**src/rtl/bto_pkg.sv**
```systemverilog
package bto_pkg;

  typedef enum logic {
    ST_IDLE   = 1'b0,
    ST_TIMING = 1'b1
  } win_state_t;

  // Number of acknowledges a window needs before it closes.
  typedef logic [1:0] beat_cnt_t;

  function automatic beat_cnt_t beats_for(input logic narrow, input logic word);
    beat_cnt_t b;
    b = (narrow && word) ? 2'd2 : 2'd1;
    return b;
  endfunction

endpackage

```
**src/rtl/bto_limit_sel.sv**
```systemverilog
// Turns the 2-bit period select into a clock count: the base count scaled by
// a power of two; code 3 is the shortest window, code 0 the longest.
module bto_limit_sel #(
  parameter int BASE_TICKS = 8,
  parameter int LIM_W      = 7
) (
  input  logic [1:0]       sel,
  output logic [LIM_W-1:0] limit
);
  localparam int NCODES = 4;

  logic [LIM_W-1:0] table_q [NCODES];

  for (genvar g = 0; g < NCODES; g++) begin : g_codes
    assign table_q[g] = LIM_W'(BASE_TICKS << (NCODES - 1 - g));
  end

  assign limit = table_q[sel];
endmodule

```
**src/rtl/bto_beat_track.sv**
```systemverilog
// Tracks how many acknowledges the open window still needs.
module bto_beat_track
  import bto_pkg::*;
(
  input  logic      clk,
  input  logic      rst_n,
  input  logic      load,
  input  beat_cnt_t load_val,
  input  logic      consume,
  input  logic      clear,
  output logic      last_beat
);
  beat_cnt_t left_q;

  always_ff @(posedge clk or negedge rst_n) begin
    if (!rst_n)       left_q <= '0;
    else if (load)    left_q <= load_val;
    else if (clear)   left_q <= '0;
    else if (consume) left_q <= left_q - beat_cnt_t'(1);
  end

  assign last_beat = (left_q == beat_cnt_t'(1));
endmodule

```
**src/rtl/bto_tick_counter.sv**
```systemverilog
// Counts clocks of an open window; flags the clock on which the latched limit
// would be reached.
module bto_tick_counter #(
  parameter int CNT_W = 6,
  parameter int LIM_W = 7
) (
  input  logic             clk,
  input  logic             rst_n,
  input  logic             clear,
  input  logic             step,
  input  logic [LIM_W-1:0] limit,
  output logic [CNT_W-1:0] count,
  output logic             at_limit
);
  always_ff @(posedge clk or negedge rst_n) begin
    if (!rst_n)     count <= '0;
    else if (clear) count <= '0;
    else if (step)  count <= count + CNT_W'(1);
  end

  assign at_limit = ({1'b0, count} == (limit - LIM_W'(1)));
endmodule

```
**src/rtl/bus_cycle_timeout_monitor.sv**
```systemverilog
module bus_cycle_timeout_monitor
  import bto_pkg::*;
#(
  parameter int BASE_TICKS = 8
) (
  input  logic       clk,
  input  logic       rst_n,
  input  logic       mon_enable,
  input  logic [1:0] period_sel,
  input  logic       cycle_start,
  input  logic       cpu_owner,
  input  logic       narrow_port,
  input  logic       word_xfer,
  input  logic       ack,
  output logic       bus_error
);
  localparam int MAX_TICKS = BASE_TICKS * 8;
  localparam int CNT_W     = $clog2(MAX_TICKS);
  localparam int LIM_W     = CNT_W + 1;

  win_state_t       state_q;
  logic [LIM_W-1:0] limit_sel;
  logic [LIM_W-1:0] limit_q;
  logic [CNT_W-1:0] tick_count;
  logic             at_limit;
  logic             last_beat;
  logic             win_active;
  logic             open_win;
  logic             finish;
  logic             expire;
  logic             leave;
  logic             err_q;

  assign win_active = (state_q == ST_TIMING);
  assign open_win   = !win_active && mon_enable && cycle_start && cpu_owner;
  assign finish     = win_active && mon_enable && ack && last_beat;
  assign expire     = win_active && mon_enable && !finish && at_limit;
  assign leave      = win_active && (!mon_enable || finish || expire);

  bto_limit_sel #(.BASE_TICKS(BASE_TICKS), .LIM_W(LIM_W)) u_lim (
    .sel   (period_sel),
    .limit (limit_sel)
  );

  always_ff @(posedge clk or negedge rst_n) begin
    if (!rst_n)        limit_q <= LIM_W'(MAX_TICKS);
    else if (open_win) limit_q <= limit_sel;
  end

  always_ff @(posedge clk or negedge rst_n) begin
    if (!rst_n)        state_q <= ST_IDLE;
    else if (open_win) state_q <= ST_TIMING;
    else if (leave)    state_q <= ST_IDLE;
  end

  bto_tick_counter #(.CNT_W(CNT_W), .LIM_W(LIM_W)) u_cnt (
    .clk      (clk),
    .rst_n    (rst_n),
    .clear    (open_win || leave),
    .step     (win_active),
    .limit    (limit_q),
    .count    (tick_count),
    .at_limit (at_limit)
  );

  bto_beat_track u_beat (
    .clk       (clk),
    .rst_n     (rst_n),
    .load      (open_win),
    .load_val  (beats_for(narrow_port, word_xfer)),
    .consume   (win_active && mon_enable && ack && !last_beat),
    .clear     (leave),
    .last_beat (last_beat)
  );

  always_ff @(posedge clk or negedge rst_n) begin
    if (!rst_n) err_q <= 1'b0;
    else        err_q <= expire;
  end

  assign bus_error = err_q;
endmodule

```
**config.mk**
```make
export PLATFORM = sky130hd
export DESIGN_NAME = bus_cycle_timeout_monitor
export DESIGN_NICKNAME = d
export VERILOG_FILES = /design/src/rtl/bto_pkg.sv /design/src/rtl/bto_limit_sel.sv /design/src/rtl/bto_beat_track.sv /design/src/rtl/bto_tick_counter.sv /design/src/rtl/bus_cycle_timeout_monitor.sv
export SDC_FILE = /design/constraint.sdc
export NUM_CORES = 1
export LEC_CHECK = 0
export BUFFER_PORTS_ARGS = -buffer_cell sky130_fd_sc_hd__buf_2
export CAP_MARGIN = 20
export CELL_PAD_IN_SITES_DETAIL_PLACEMENT = 1
export CELL_PAD_IN_SITES_GLOBAL_PLACEMENT = 1
export CORE_MARGIN = 3
export CORE_UTILIZATION = 40
export DETAILED_ROUTE_END_ITERATION = 7
export HOLD_SLACK_MARGIN = 0.03
export PLACE_DENSITY_LB_ADDON = 0.05
export SYNTH_ARGS = -nofsm -noshare
export SYNTH_HDL_FRONTEND = slang
export SYNTH_HIERARCHICAL = 1
export SYNTH_SLANG_ARGS = --single-unit
```
**constraint.sdc**
```tcl
create_clock -name clk -period 2.4 [get_ports clk]
set_input_delay 0.36 -clock clk [delete_from_list [all_inputs] [get_ports clk]]
set_output_delay 0.36 -clock clk [all_outputs]
set_load 0.005 [all_outputs]
```
Word level (Yosys, flattened, before mapping)
Cells that the tools add are included.
- bitwise logic cells: 1
- reduce and logical (&&, ||, !) cells: 21
- multiplexer cells: 11
- $lt $le $gt $ge: 1
- shift-type cells: 0
- multipliers: 0
- equality and inequality tests: 2
- div/mod/pow operators: 0
- add/sub/neg operators: 3
- operators with widths (kind ; number):
    $bmux W7 S2 ; 1
    $mux W7 ; 2
    $mux W6 ; 2
    $logic_and A1 B1 Y1 ; 11
    $mux W2 ; 4
    $eq A6 B7 Y1 ; 1
    $sub A7 B1 Y7 const B ; 1
    $add A6 B1 Y6 const B ; 1
    $logic_not A1 Y1 ; 4
    $reduce_bool A2 Y1 ; 2
    $ge A3 B3 Y1 const B ; 1
    $logic_or A1 B1 Y1 ; 3
    $not A2 Y3 ; 1
    $reduce_bool A3 Y1 ; 1
    $eq A2 B1 Y1 const B ; 1
    $mux W1 ; 2
    $sub A2 B1 Y2 const B ; 1
- memory bits (writable): 0
- memories kept: 0
- latch bits: 0
- flip-flop bits (word level): 17
- output and inout bits: 1
- bits of input ports: 10
- logic and storage cells: 44
- ROM bits: 0

Logic depth before layout (Yosys ltp)
Gate-level depths: netlist of the first run.
- depth after elaboration: 10
- mapped depth: 12
- depth with buffers taken out: 11

By module
The synthesis of the first run kept the hierarchy.
- by module, submodules not included (module ; seq. area each (um2) ; area each (um2) ; instances ; cells each):
    bto_tick_counter ; 150.1 ; 505.5 ; 1 ; 60
    bus_cycle_timeout_monitor ; 226.5 ; 387.9 ; 1 ; 29
    bto_beat_track ; 50.0 ; 117.6 ; 1 ; 10
    bto_limit_sel ; 0.0 ; 52.6 ; 1 ; 8

Worst setup path before layout of the first run
No wires, ideal clock.
- path kind: flip-flop to flip-flop
- start point: reg limit_q[0]
- end point: reg u_cnt.count[0]
- clock period less this slack: 2.625 ns
- data required time: 2.278 ns
- arrival time: 2.503 ns
- slack: -0.225 ns
- path buffers: 1
- library setup time: 0.122 ns
- cell stages (with the launch flop): 12
- path through: dfrtp_1 -> inv_1 -> ha_1 -> clkbuf_1 -> or3_1 -> a32o_1 -> a21o_1 -> a2111oi_2 -> inv_1 -> a31oi_1 -> or2b_1 -> nor2_1
- longest elaborated chain between the ends: 7
- elaborated cells between the ends (all ways): 8
- those cells by class: 1 x add/sub; 1 x eq/ne; 1 x mux; 5 x reduce/logical
- RTL lines (element ; line ; text):
    from (decl) ; bus_cycle_timeout_monitor.sv:23 ; logic [LIM_W-1:0] limit_q;
    from (signal assigned) ; bus_cycle_timeout_monitor.sv:46 ; if (!rst_n) limit_q <= LIM_W'(MAX_TICKS);
    from (signal assigned) ; bus_cycle_timeout_monitor.sv:47 ; else if (open_win) limit_q <= limit_sel;
    $sub A7 B1 Y7 * ; bto_tick_counter.sv:21 ; assign at_limit = ({1'b0, count} == (limit - LIM_W'(1)));
    $eq A6 B7 Y1 * ; bto_tick_counter.sv:21 ;
    net at_limit ; bus_cycle_timeout_monitor.sv:25 ; logic at_limit;
    $logic_and A1 B1 Y1 * ; bus_cycle_timeout_monitor.sv:37 ; assign expire = win_active && mon_enable && !finish && at_limit;
    $logic_or A1 B1 Y1 * ; bus_cycle_timeout_monitor.sv:38 ; assign leave = win_active && (!mon_enable || finish || expire);
    $logic_and A1 B1 Y1 * ; bus_cycle_timeout_monitor.sv:38 ;
    net leave ; bus_cycle_timeout_monitor.sv:31 ; logic leave;
    $logic_or A1 B1 Y1 * ; bus_cycle_timeout_monitor.sv:59 ; .clear (open_win || leave),
    $mux W6 or $reduce_bool A2 Y1 (tied branches) ; - ;
    to (signal assigned) ; bto_tick_counter.sv:18 ; else if (step) count <= count + CNT_W'(1);
    to (decl) ; bto_tick_counter.sv:12 ; output logic [CNT_W-1:0] count,
The timed path passes the listed nets; every way through them passes the cells marked *.
A chain may end at the register's enable or synchronous reset.

Worst setup path after layout of the first run
- start point: reg limit_q[1]
- end point: reg u_cnt.count[5]
The elaborated chain is that of the path after synthesis.

==> impl_metrics.toml, run 1 <==
[status]
status = "finished clean"

[cts]
cts.sinks = 17
cts_tree = "done"
clockBufferDepth = 2
clk_pin_slew_ps = 90
post_cts_buffers = 0
clk_latency_ps = 280
cts_made_buffers = 3
htreeDepth = 1
cts-root-buf = "clkbuf_4"

[detailed_routing]
wirelength_um = 2150
first_pass_iters = 4
drc = 0
routed_via_density = 5.21
first_iter_violations = 13
drt-wirelength-per-cell_um = 14.1
vias = 792
ant_nets = 0

[power]
p_sw_w = 0.000336
power_frac_clock = 0.159
irDropWorstVdd_v = 0.000444
seqPwrFrac = 0.450
total_power_w = 0.000935
p_per_area_nw_per_um2 = 759
power.internal_w = 0.000599
p_leak_nw = 0.547
switching_share = 0.359
comb_power_share = 0.391

[flow_run]
drv_cap = 0

[synth]
synth-simple-area-share = 0.184
seq_area_frac_synth = 0.401
synth_mux_area_frac = 0.0929
synth_top_family_by_area = "simple AND/OR/NAND/NOR gates"
synthArstFlopShare = 1.00
synthTopCellsByArea = "dfrtp_1, mux2_2, xor2_1"
ys.warnings.count = 6
ys_ff_latch = 17
synth_top_cell_area_share = 0.376
synth_area_per_cell_um2 = 9.94
synth_compound_area_frac = 0.112
syn_inst = 107
synth-xor-area-share = 0.115
ys.flop_type = "dfrtp_1"
synth_edf_count = 0
syn_area_um2 = 1060
synth_top_area_cell = "dfrtp_1"
synth.distinct_cells = 35
synth-adder-area-share = 0.0353

[global_routing]
grt_pass1_vias = 811
antenna_found_initial = 0
grt_first_pass_wirelength_um = 3630
grt_max_degree = 18
overflow = 0
track_usage = 0.144

[final_layout]
antennaDiodeCount = 0
layout_common_cells = "dfrtp_1, buf_2, nand2_1, nor2_1, xor2_1"
n_fill_cell = 295
final_cells = 152
syn_to_final_growth_pct = 15.8
layout_commonest_cell = "dfrtp_1"
drive_gt1_frac = 0.295
nets = 136

[sta]
hold_viol = 0
clock_skew_ps = 0.611
hold_slack_ps = 371
max_freq_ghz = 0.439
min_period_over_period = 0.950
finalCriticalPeriod_ps = 2280
slew_violations = 0
setup_ws_ps = 120
rsz0062_at_grt = "no"
setup_tns_ps = 0
setup_viol = 0

[placement]
port_buffers = 10
gp_congestion = 0.730
post-dp-hpwl_um = 1690
place_ws_ps = -10.2
numPlacedInstances = 147

[critical_path]
cp.arrival_ps = 2450
crit_path_end_kind = "flop"
timing.rr.start = "limit_q[1]"
r2r_slack_ps = 120
crit_path_end = "u_cnt/count[5]"
crit_type = "flop to flop"
crit_start = "limit_q[1]"
r2r-end = "u_cnt/count[5]"
r2r_cells = 10
critical_path_peak_fanout = 6
worstSetupStartpointType = "flop"
crit_required_ps = 2570

[floorplan]
core_area_um2 = 2500
die_area_um2 = 3310
io_pins = 11
fp.dieW_um = 57.6
fp.dieH_um = 57.6
rows = 18
start_util = 0.425

[min_path]
hp-class = "input port to flop"
-- kinds of logic (layout without fill, tap and decap cells) --
logic type | count (synthesis) | after routing
adder cells (fa/ha/maj) | 3 | 3
AND/OR/NAND/NOR | 35 | 35
other | 1 | 3
flip-flops | 17 | 17
multiplexers | 9 | 9
AO/OA/AOI/OAI | 15 | 15
buffers and inverters | 13 | 26
XOR/XNOR | 14 | 14
-- per-stage QoR --
stage,cell area (um2),utilization
after floorplan,1100,-
after global placement,1170,0.467
after detailed placement,1170,0.467
after CTS,1210,0.483
after global routing,1230,0.492
final,1230,0.492
-- power groups by stage --
stage	sequential [W]	combinational, W	clock, W
floorplan	0.000407	0.000274	0
finish	0.000421	0.000365	0.000149
CTS	0.000421	0.000346	0.000158
detailed placement	0.000428	0.000341	0
global route	0.000432	0.000413	0.000171
global placement	0.000424	0.000331	0
-- cells in the mapped netlist, types with 2 or more instances --
master	count
mux2_2	7
nand4_1	3
nand2_1	9
nor2_1	9
or3_1	2
o21ai_0	4
buf_4	3
xor2_1	8
inv_1	8
xnor2_1	6
a31oi_1	2
mux2i_1	2
ha_1	3
clkbuf_1	2
dfrtp_1	16
o31ai_2	2
nand3_1	3
-- worst max-delay path, stage by stage, from the launching register on --
cell and delay [ps]:
dfrtp_1 410, inv_1 90, ha_4 170, or3_1 340, a32o_1 210, a21o_1 180, a2111oi_4 320, inv_2 90
a31oi_4 150, or2b_4 170, a21oi_1 40
-- flip-flops by register name, summed over array words and instances (netlist names) --
signal	cells
limit_q	7
u_beat/left_q	2
bus_error	1
state_q	1
u_cnt/count	6
-- how the worst min path moves through the flow --
stage | from | to | depth (start not counted)
2_1_floorplan | rst_n | bus_error | 0
3_3_place_gp | rst_n | limit_q[0] | 1
3_5_place_dp | rst_n | limit_q[0] | 1
4_1_cts | word_xfer | u_beat/left_q[0] | 4
5_1_grt | word_xfer | u_beat/left_q[0] | 4
6_report | word_xfer | u_beat/left_q[0] | 4
-- timing repair --
| action | CTS | global route |
|---|---|---|
| gates resized for setup | 1 | 3 |
| hold endpoints to repair | 16 | 0 |
| endpoints found under the setup margin | 6 | 8 |
| hold buffers | 1 | 0 |
-- final cells by class --
class,count,area [um2],share of cell area
multi-input combinational,79,628,0.510
tap,30,37.5,0.0305
clock buffer,4,26.3,0.0213
sequential,17,427,0.347
inverter,8,30.0,0.0244
timing repair buffer,14,82.6,0.0671
-- layer usage --
layer	share of wire	vias to the layer above	global-route usage
met1	0.47	386	0.189
met4	0.0056	0	0.0497
met2	0.50	8	0.237
met3	0.019	2	0.0271
li1	-	396	-
met5	0	-	0
Power figures use the tool's default switching activity.
==> inputs of run 2 (changes only) <==
--- a/config.mk
+++ b/config.mk
@@ -10,11 +10,13 @@
 export CELL_PAD_IN_SITES_DETAIL_PLACEMENT = 1
 export CELL_PAD_IN_SITES_GLOBAL_PLACEMENT = 1
 export CORE_MARGIN = 3
-export CORE_UTILIZATION = 40
+export CORE_UTILIZATION = 25
 export DETAILED_ROUTE_END_ITERATION = 7
 export HOLD_SLACK_MARGIN = 0.03
 export PLACE_DENSITY_LB_ADDON = 0.05
+export SKIP_CTS_REPAIR_TIMING = 1
 export SYNTH_ARGS = -nofsm -noshare
 export SYNTH_HDL_FRONTEND = slang
 export SYNTH_HIERARCHICAL = 1
 export SYNTH_SLANG_ARGS = --single-unit
+export TNS_END_PERCENT = 30
==> run 2 against run 1 <==
Sequential share of layout area is 1.4 points lower. Global-route usage is 4.0 points lower. Maximum frequency is 0.73% higher. Register-to-register slack better by 20 ps. Clock power increased by 46%.
==> impl_metrics.toml, run 2 (synthesis gave the netlist of run 1 again) <==
[cts]
cts_made_buffers = 3
cts.sinks = 17
clk_latency_ps = 250
cts-root-buf = "clkbuf_8"
cts_tree = "done"
clockBufferDepth = 2
htreeDepth = 1
clk_pin_slew_ps = 70

[power]
power.internal_w = 0.000664
total_power_w = 0.00103
power_frac_clock = 0.212
switching_share = 0.354
seqPwrFrac = 0.404
p_leak_nw = 0.556
p_sw_w = 0.000364
comb_power_share = 0.384
irDropWorstVdd_v = 0.000169
p_per_area_nw_per_um2 = 801

[critical_path]
critical_path_peak_fanout = 6
crit_type = "flop to flop"
crit_path_end_kind = "flop"
crit_required_ps = 2530
cp_top_family = "compound AO/OA/AOI/OAI gates"
worstSetupStartpointType = "flop"
cp.arrival_ps = 2400
path_buf_inv = 2
max_stage_delay_ps = 360
slowest_stage = "dfrtp_1"
crit_chain = "inv_1, ha_4, or3_1, a32o_1, a21o_1, a2111oi_4, inv_2, a31oi_4, or2b_4, a21oi_1"

[floorplan]
fp.dieH_um = 71.2
die_area_um2 = 5070
io_pins = 11
rows = 23
start_util = 0.262
fp.dieW_um = 71.2
core_area_um2 = 4060

[sta]
max_freq_ghz = 0.442
hold_slack_ps = 32.3
slew_violations = 0
setup_viol = 0
clock_skew_ps = 2.11
hold_viol = 0
setup_ws_ps = 136
min_period_over_period = 0.943
finalCriticalPeriod_ps = 2260

[status]
status = "finished clean"

[final_layout]
final_cells = 172
top_regs = "limit_q (7), u_cnt/count (6), u_beat/left_q (2)"
largest_register_ffs = 7
drive_gt1_frac = 0.311
syn_to_final_growth_pct = 20.7
layout_commonest_cell = "dfrtp_1"
fin_area_um2 = 1280
nets = 136
top_register = "limit_q"
layout_common_cells = "dfrtp_1, buf_2, nand2_1, nor2_1, xor2_1"
antennaDiodeCount = 0

[placement]
numPlacedInstances = 168
place_area_um2 = 1200
port_buffers = 10
gp_congestion = 0.739
place_ws_ps = -69.1
post-dp-hpwl_um = 1820

[global_routing]
track_usage = 0.104
overflow = 0
grt_max_degree = 18
grt_first_pass_wirelength_um = 4220
grt_pass1_vias = 862
antenna_found_initial = 0

[flow_run]
drv_cap = 0

[detailed_routing]
vias = 779
first_iter_violations = 28
drt-wirelength-per-cell_um = 13.9
drc = 0
wirelength_um = 2390
ant_nets = 0
routed_via_density = 4.53
first_pass_iters = 4

[min_path]
hp-class = "input port to asynchronous set/reset pin"
run 2: changes by cell type in the layout (fill, tap and decap cells not counted):
cell           change
buf_4              +1
dlygate4sd3_1      -1
clkbuf_8           +3
a221oi_1           -1
clkbuf_4           -3
a221oi_2           +1
nor2_4             +1
nor2_2             -1
run 2: per-stage QoR:
step / utilization / TNS (ps)
finish: 0.316 / 0
global route: 0.316 / -10.6
CTS: 0.307 / -438
detailed placement: 0.296 / -323
global placement: 0.296 / 0
floorplan: - / -110
run 2: power by group through the flow:
stage	logic, W	clock network (W)	registers, W
2_1_floorplan	0.000274	0	0.000407
3_3_place_gp	0.000350	0	0.000420
3_5_place_dp	0.000358	0	0.000422
4_1_cts	0.000361	0.000225	0.000417
5_1_grt	0.000446	0.000243	0.000427
6_report	0.000394	0.000218	0.000416
run 2: worst register-to-register path: stages, from the launching register on:
cell	delay, ps
dfrtp_1	360
inv_1	70
ha_4	170
or3_1	350
a32o_1	220
a21o_1	180
a2111oi_4	330
inv_2	100
a31oi_4	150
or2b_4	170
a21oi_1	50
run 2: layout make-up:
class / count / area (um2)
Tap cell: 50 / 62.6
Clock buffer: 4 / 45.0
Inverter: 8 / 30.0
Timing Repair Buffer: 14 / 80.1
Multi-Input combinational cell: 79 / 639
Sequential cell: 17 / 427
Fill cell: 475 / 2770
run 2: worst paths after layout:
check                      startpoint          endpoint  slack [ps]  depth (start not counted)
max in group asynchronous       rst_n        limit_q[6]        2040                          1
hold reg to reg            limit_q[5]        limit_q[5]         580                          1
setup reg to reg           limit_q[1]    u_cnt/count[5]         140                         10
setup / recovery           limit_q[1]    u_cnt/count[5]         140                         10
hold / removal                  rst_n        limit_q[0]          30                          1
min in group clk            word_xfer  u_beat/left_q[0]         400                          4
run 2: routing by layer:
layer	vias up	part of all wire	wire length, um	track usage
met4	0	0.0071	17	0.0355
met5	-	0	0	0
met3	2	0.024	58	0.0238
li1	391	-	-	-
met2	7	0.47	1130	0.151
met1	379	0.50	1190	0.153
